$ cat src/rtl/nor_cmd_pkg.sv
package nor_cmd_pkg;

  typedef enum logic [2:0] {
    M_ARRAY  = 3'd0,
    M_IDENT  = 3'd1,
    M_QUERY  = 3'd2,
    M_LOCK   = 3'd3,
    M_STATUS = 3'd4,
    M_ERASE  = 3'd5,
    M_PROG   = 3'd6
  } mode_t;

  localparam logic [7:0] C_RESET_A = 8'hFF;
  localparam logic [7:0] C_RESET_B = 8'hF0;
  localparam logic [7:0] C_QUERY   = 8'h98;
  localparam logic [7:0] C_IDENT   = 8'h90;
  localparam logic [7:0] C_ERASE   = 8'h20;
  localparam logic [7:0] C_PROG_A  = 8'h40;
  localparam logic [7:0] C_PROG_B  = 8'h10;
  localparam logic [7:0] C_LOCK    = 8'h60;
  localparam logic [7:0] C_CLR     = 8'h50;
  localparam logic [7:0] C_STAT    = 8'h70;
  localparam logic [7:0] C_CONFIRM = 8'hD0;
  localparam logic [7:0] C_LK_ON   = 8'h01;
  localparam logic [7:0] C_LK_DOWN = 8'h2F;

  localparam logic [7:0] ST_INIT   = 8'h80;
  localparam logic [7:0] ST_ERRS   = 8'h30;
  localparam int         QUERY_NA  = 'h55;

  typedef struct packed {
    logic do_prog;
    logic do_erase;
    logic illegal;
  } act_t;

endpackage

$ cat src/rtl/nor_cmd_decode.sv
module nor_cmd_decode
  import nor_cmd_pkg::*;
#(
  parameter int AW = 8
) (
  input  mode_t          mode,
  input  logic [7:0]     status,
  input  logic [7:0]     cmd,
  input  logic [AW-1:0]  naddr,
  output mode_t          mode_nxt,
  output logic [7:0]     status_nxt,
  output act_t           act
);

  always_comb begin
    mode_nxt   = mode;
    status_nxt = status;
    act        = '0;
    if (mode == M_PROG) begin
      act.do_prog = 1'b1;
      mode_nxt    = M_STATUS;
    end else if (cmd == C_RESET_A || cmd == C_RESET_B) begin
      mode_nxt = M_ARRAY;
    end else begin
      case (mode)
        M_ARRAY, M_IDENT: begin
          case (cmd)
            C_QUERY:  if (naddr == AW'(QUERY_NA)) mode_nxt = M_QUERY;
            C_IDENT:  mode_nxt = M_IDENT;
            C_ERASE:  mode_nxt = M_ERASE;
            C_PROG_A,
            C_PROG_B: mode_nxt = M_PROG;
            C_LOCK:   mode_nxt = M_LOCK;
            C_CLR:    status_nxt = ST_INIT;
            C_STAT:   mode_nxt = M_STATUS;
            default:  act.illegal = 1'b1;
          endcase
        end
        M_ERASE: begin
          if (cmd == C_CONFIRM) begin
            act.do_erase = 1'b1;
            status_nxt   = status & ~ST_ERRS;
          end else begin
            status_nxt   = status | ST_ERRS;
          end
          mode_nxt = M_STATUS;
        end
        M_LOCK: begin
          if (!(cmd == C_LK_ON || cmd == C_CONFIRM || cmd == C_LK_DOWN))
            status_nxt = status | ST_ERRS;
          mode_nxt = M_STATUS;
        end
        default: ;
      endcase
    end
  end

endmodule

$ cat src/rtl/nor_cell_array.sv
module nor_cell_array #(
  parameter int AW        = 8,
  parameter int BB        = 2,
  parameter int BLK_BYTES = 64,
  localparam int DW       = 8 * BB,
  localparam int DEPTH    = 1 << AW,
  localparam int SH       = $clog2(BB),
  localparam int BLK_SH   = $clog2(BLK_BYTES)
) (
  input  logic          clk,
  input  logic          rst_n,
  input  logic          prog,
  input  logic          erase,
  input  logic [AW-1:0] addr,
  input  logic [DW-1:0] wdata,
  output logic [DW-1:0] rd_word
);

  logic [7:0]    mem [DEPTH];
  logic [AW-1:0] word_base;
  logic [AW-1:0] blk_base;

  assign word_base = (addr >> SH) << SH;
  assign blk_base  = (addr >> BLK_SH) << BLK_SH;

  always_ff @(posedge clk or negedge rst_n) begin
    if (!rst_n) begin
      for (int i = 0; i < DEPTH; i++) mem[i] <= 8'hFF;
    end else if (erase) begin
      for (int j = 0; j < BLK_BYTES; j++) mem[blk_base + AW'(j)] <= 8'hFF;
    end else if (prog) begin
      for (int k = 0; k < BB; k++)
        mem[word_base + AW'(k)] <= mem[word_base + AW'(k)] & wdata[8*k +: 8];
    end
  end

  always_comb begin
    for (int k = 0; k < BB; k++) rd_word[8*k +: 8] = mem[word_base + AW'(k)];
  end

endmodule

$ cat src/rtl/nor_read_mux.sv
module nor_read_mux
  import nor_cmd_pkg::*;
#(
  parameter int AW  = 8,
  parameter int BB  = 2,
  localparam int DW = 8 * BB
) (
  input  logic          clk,
  input  logic          rst_n,
  input  logic          rd_en,
  input  mode_t         mode,
  input  logic [7:0]    status,
  input  logic [AW-1:0] naddr,
  input  logic [DW-1:0] arr_word,
  output logic [DW-1:0] rdata,
  output logic          rd_valid
);

  logic [8:0]    id_off;
  logic [31:0]   id_word;
  logic [DW-1:0] sel;

  assign id_off = 9'(naddr);

  always_comb begin
    case (id_off)
      9'd0:    id_word = 32'h0000_0089;
      9'd1:    id_word = 32'h0000_00AD;
      9'd5:    id_word = 32'h0000_8000;
      default: id_word = 32'h0;
    endcase
    case (mode)
      M_ARRAY:          sel = arr_word;
      M_IDENT:          sel = DW'(id_word);
      M_STATUS, M_ERASE: sel = DW'(status);
      default:          sel = '0;
    endcase
  end

  always_ff @(posedge clk or negedge rst_n) begin
    if (!rst_n) begin
      rdata    <= '0;
      rd_valid <= 1'b0;
    end else begin
      rd_valid <= rd_en;
      if (rd_en) rdata <= sel;
    end
  end

endmodule

$ cat src/rtl/nor_cmd_engine.sv
module nor_cmd_engine
  import nor_cmd_pkg::*;
#(
  parameter int AW        = 8,
  parameter int BB        = 2,
  parameter int BLK_BYTES = 64,
  localparam int DW       = 8 * BB,
  localparam int SH       = $clog2(BB)
) (
  input  logic          clk,
  input  logic          rst_n,
  input  logic [AW-1:0] addr,
  input  logic          wr_en,
  input  logic [2:0]    wr_len,
  input  logic [DW-1:0] wdata,
  input  logic          rd_en,
  output logic [DW-1:0] rdata,
  output logic          rd_valid,
  output logic          query_sel,
  output logic          illegal_cmd
);

  mode_t         mode_q, mode_nxt;
  logic [7:0]    status_q, status_nxt;
  act_t          act;
  logic          wr_ok;
  logic [AW-1:0] naddr;
  logic [DW-1:0] arr_word;

  assign wr_ok = wr_en && (wr_len == 3'(BB));
  assign naddr = addr >> SH;

  nor_cmd_decode #(.AW(AW)) u_dec (
    .mode       (mode_q),
    .status     (status_q),
    .cmd        (wdata[7:0]),
    .naddr      (naddr),
    .mode_nxt   (mode_nxt),
    .status_nxt (status_nxt),
    .act        (act)
  );

  always_ff @(posedge clk or negedge rst_n) begin
    if (!rst_n) begin
      mode_q      <= M_ARRAY;
      status_q    <= ST_INIT;
      illegal_cmd <= 1'b0;
    end else begin
      illegal_cmd <= wr_ok && act.illegal;
      if (wr_ok) begin
        mode_q   <= mode_nxt;
        status_q <= status_nxt;
      end
    end
  end

  nor_cell_array #(.AW(AW), .BB(BB), .BLK_BYTES(BLK_BYTES)) u_arr (
    .clk     (clk),
    .rst_n   (rst_n),
    .prog    (wr_ok && act.do_prog),
    .erase   (wr_ok && act.do_erase),
    .addr    (addr),
    .wdata   (wdata),
    .rd_word (arr_word)
  );

  nor_read_mux #(.AW(AW), .BB(BB)) u_rmux (
    .clk      (clk),
    .rst_n    (rst_n),
    .rd_en    (rd_en),
    .mode     (mode_q),
    .status   (status_q),
    .naddr    (naddr),
    .arr_word (arr_word),
    .rdata    (rdata),
    .rd_valid (rd_valid)
  );

  assign query_sel = (mode_q == M_QUERY);

endmodule

$ cat config.mk
export PLATFORM = sky130hd
export DESIGN_NAME = nor_cmd_engine
export DESIGN_NICKNAME = d
export VERILOG_FILES = /design/src/rtl/nor_cmd_pkg.sv /design/src/rtl/nor_cmd_decode.sv /design/src/rtl/nor_cell_array.sv /design/src/rtl/nor_read_mux.sv /design/src/rtl/nor_cmd_engine.sv
export SDC_FILE = /design/constraint.sdc
export NUM_CORES = 2
export LEC_CHECK = 0
export BUFFER_PORTS_ARGS = -buffer_cell sky130_fd_sc_hd__buf_2
export CORE_MARGIN = 2
export CORE_UTILIZATION = 27
export CTS_BUF_LIST = sky130_fd_sc_hd__clkbuf_4
export DETAILED_ROUTE_END_ITERATION = 12
export GPL_TIMING_DRIVEN = 0
export PLACE_DENSITY = 0.39
export SLEW_MARGIN = 15
export SYNTH_ARGS = -nofsm -noshare
export SYNTH_HDL_FRONTEND = slang
export SYNTH_SLANG_ARGS = --single-unit
export TNS_END_PERCENT = 50
$ cat constraint.sdc
create_clock -name clk -period 7.75 [get_ports clk]
set_input_delay 1.1625 -clock clk [delete_from_list [all_inputs] [get_ports clk]]
set_output_delay 1.1625 -clock clk [all_outputs]
set_load 0.05 [all_outputs]
==> results.cfg <==
[status]
outcome = finished clean

[placement]
dpl_cell_area_um2 = 105000
gp_congestion = 0.981
detailed_place_hpwl_um = 414000
buffer_ports.inserted = 44
place.detailed.instances = 13500
pre_cts_slack_ps = -300

[grt]
grt_pass1_wl_um = 759000
globalRoute.totalOverflow = 0
gr-usage-all-layers = 0.309
via_count_of_the_first_global_routing_pass = 81900
initial_antenna_violation_count = 74
grt_max_degree = 144

[cts]
cts-root-buf = clkbuf_4
cts_inserted_buffers = 628
cts.clk_slew.worst_paths_ps = 60
cts_repair_resize_count = 0
tritoncts = built
worst_skew_pair.late_latency_ps = 1770
cts-htree-levels = 6
cts_num_sinks = 2071
clk_path_buf_depth = 4

[final_layout]
area_of_the_multi_input_gates_um2 = 38000
area.sequential_um2 = 54400
final_nets = 9361
number_of_filler_cells_placed_in_the_layout = 37200
final_design_area_no_fill_um2 = 113000
area.growth.synth_to_final_pct = 15.7
drive_above_1_share = 0.425
final-instance-count-excl-fill = 14600

[timing]
worst_slew_margin_rel = 0.0855
count_of_endpoints_failing_hold_in_the_final_timing_report = 0
worstMarginPinSlew_ps = 1370
drv_slew = 0
finalCriticalPeriod_ps = 6720
rsz0062_at_grt = false
layout_worst_path_cycle_share = 0.867
fin_ws_ps = 1030
timing.clock.skew_ps = 162
finalSetupViolations = 0
clock.fmax_mhz = 149

[min_path]
timing.hold.worst_path_depth = 2
min-delay-path-class = primary input to register
hold_end = u_rmux.rd_valid
timing.hold.worst.start = rd_en

[worst_setup_path]
reg2reg_depth = 10
worst_ep_required_time_ps = 9340
rrSetupSlack_ps = 2090
worstSetupStartpointType = primary input
worst_path_most_repeated_cell = buf_4
critPathCaptureType = register
worstPathCellList = buf_4, inv_2, buf_4, buf_4, buf_4, buf_2, nand2_1, nor2_1, buf_2, nand2_1, nand2_1, clkbuf_1, nor2_1, a21oi_1
path_max_fanout = 11
cpMaxStageDelayCell = nor2_1
worst_ep_arrival_time_ps = 8310
timing_worst_setup_path_type = primary input to register
r2r-start = mode_q[1]
family_with_the_most_delay_on_the_worst_path = buffers and inverters
crit-reg2reg-capture = u_arr.mem[1826]
cp_num_buf_inv = 8
critical-path-max-stage-delay_ps = 1100

[routing]
dr_total_vias = 84300
antenna_violating_nets_post_route = 0
drt_iter0_drc = 10200
post_drt_wl_per_cell_um = 39.6
dr.pass1.iters = 6
drc = 0
routed_wirelength_um = 577000
routed_via_density = 5.79

[synthesis]
synth_area_um2 = 97500
asyncSetResetFlopFracSynth = 1.00
synth_cell_type_count = 85
synth.ff_latch_count = 2071
postSynthCellCount = 8599
synth-edff-count = 0
syn_area_per_cell_um2 = 11.3
fraction_of_the_yosys_area_taken_by_sequential_cells = 0.558
yosys_warnings = 0
synth_ff_type = dfstp_2
synthesis.nets = 8630

[pwr]
swShare = 0.302
ir_drop_mv = 0.148
power.share.clock = 0.457
total_switching_power_uw = 7270
power_density_nw_per_um2 = 213
static-leakage-power_uw = 0.0434
p_comb_frac = 0.090
sequentialPowerShare = 0.454
power_report.internal_total_uw = 16800

[die]
number_of_i_o_pins = 50
die_y_um = 605
dieArea_um2 = 366000
coreArea_um2 = 359000
row_count = 220
initial_utilization = 0.271
fp.dieW_um = 605

[flow_run]
max_cap_viol_count = 0
cells in the mapped netlist, types with 15 or more instances:
master	count	area share
a211oi_1	17	0.0013
a21oi_1	1540	0.079
a221oi_1	24	0.0022
a22oi_1	131	0.010
a2bb2oi_1	117	0.011
a31oi_1	33	0.0021
buf_1	15	0.00058
buf_2	267	0.014
buf_4	95	0.0073
buf_6	130	0.015
buf_8	16	0.0025
clkbuf_1	270	0.010
clkbuf_8	18	0.0025
dfrtp_1	22	0.0056
dfstp_2	2049	0.55
mux2_2	28	0.0032
mux2i_1	242	0.025
mux4_1	24	0.0065
mux4_2	381	0.088
nand2_1	510	0.020
nand3_1	32	0.0016
nand4_1	15	0.00096
nor2_1	1267	0.049
nor2b_1	20	0.0013
nor3_1	371	0.019
o211ai_1	18	0.0014
o21ai_0	358	0.018
o21ai_1	18	0.00092
o22a_1	364	0.033
layout by cell type (no fill, tap or decap), types with 16 or more instances in the layout:
master / count
clkinv_2: 17
clkbuf_2: 32
clkinv_1: 118
o211ai_1: 18
nor3_1: 363
a22oi_1: 131
buf_6: 140
diode_2: 51
clkbuf_4: 864
o22a_1: 364
clkbuf_8: 18
o21ai_0: 358
a211oi_1: 17
mux2i_1: 242
nand3_1: 32
nor2b_1: 20
clkinvlp_4: 16
buf_4: 98
dfrtp_1: 22
a221oi_1: 24
nor2_2: 24
a21oi_1: 1540
a2bb2oi_1: 117
nor2_1: 1252
nand2_1: 508
mux2_2: 28
mux4_1: 24
mux4_2: 381
dfstp_2: 2049
a31oi_1: 33
clkbuf_1: 238
buf_16: 22
buf_2: 313
buf_8: 30
flip-flops by register name, indices dropped and copies added, names as in the netlist:
signal and flops:
u_rmux.rdata 16, mode_q 3, status_q 2, u_arr.mem 2048
u_rmux.rd_valid 1, illegal_cmd 1
routing by layer:
metal	vias up	track usage	routed length (um)
li1	33000	-	-
met1	44300	0.388	226000
met3	1522	0.0874	54900
met4	34	0.239	51800
met5	-	0	342
met2	5405	0.448	244000
through the flow:
| step | util | setup TNS, ps | power (uW) | hold slack [ps] |
|---|---|---|---|---|
| after floorplan | - | 0 | 11800 | 478 |
| after global placement | 0.289 | - | 13000 | 485 |
| after detailed placement | 0.292 | -5210 | 13200 | 489 |
| after CTS | 0.314 | 0 | 24100 | 39.0 |
| after global routing | 0.314 | 0 | 24800 | 54.9 |
| final | 0.314 | 0 | 24100 | 103 |
layout make-up:
| type | instances | area share |
|---|---|---|
| Buffer | 825 | 0.0472 |
| Tap cell | 4773 | 0.0529 |
| Inverter | 13 | 0.000432 |
| Clock buffer | 862 | 0.0573 |
| Clock inverter | 189 | 0.0106 |
| Sequential cell | 2071 | 0.482 |
| Timing Repair Buffer | 101 | 0.0115 |
| Antenna cell | 51 | 0.00113 |
| Multi-Input combinational cell | 5690 | 0.337 |
cell families after synthesis:
group	after synthesis	share of synthesized area
xor gates and xnor gates	1	0.0000898
muxes	675	0.122
DFF	2071	0.558
buffers and inverters	838	0.0547
and+or+nand+nor	2306	0.0988
AOI/OAI and AO/OA	2708	0.166
what timing repair did:
item	CTS	global route
setup buffers	0	0
hold buffers	5	0
endpoints found under the hold margin	117	0
worst max-delay path by stage:
| stage | start | to | cells after the start |
|---|---|---|---|
| floorplan | addr[1] | u_arr.mem[370] | 12 |
| global placement | rst_n | u_rmux.rdata[10] | 1 |
| detailed placement | addr[3] | u_arr.mem[755] | 14 |
| CTS | addr[3] | u_arr.mem[755] | 14 |
| global route | addr[3] | u_arr.mem[754] | 14 |
| finish | addr[3] | u_arr.mem[755] | 14 |
power groups by stage:
stage / logic, uW / clock network, uW / registers, uW
2_1_floorplan: 715 / 0 / 11100
3_3_place_gp: 2000 / 0 / 11000
3_5_place_dp: 2080 / 0 / 11100
4_1_cts: 2080 / 11100 / 10900
5_1_grt: 2140 / 11700 / 10900
6_report: 2160 / 11000 / 10900
No activity file was read; power rests on OpenSTA's default activity.
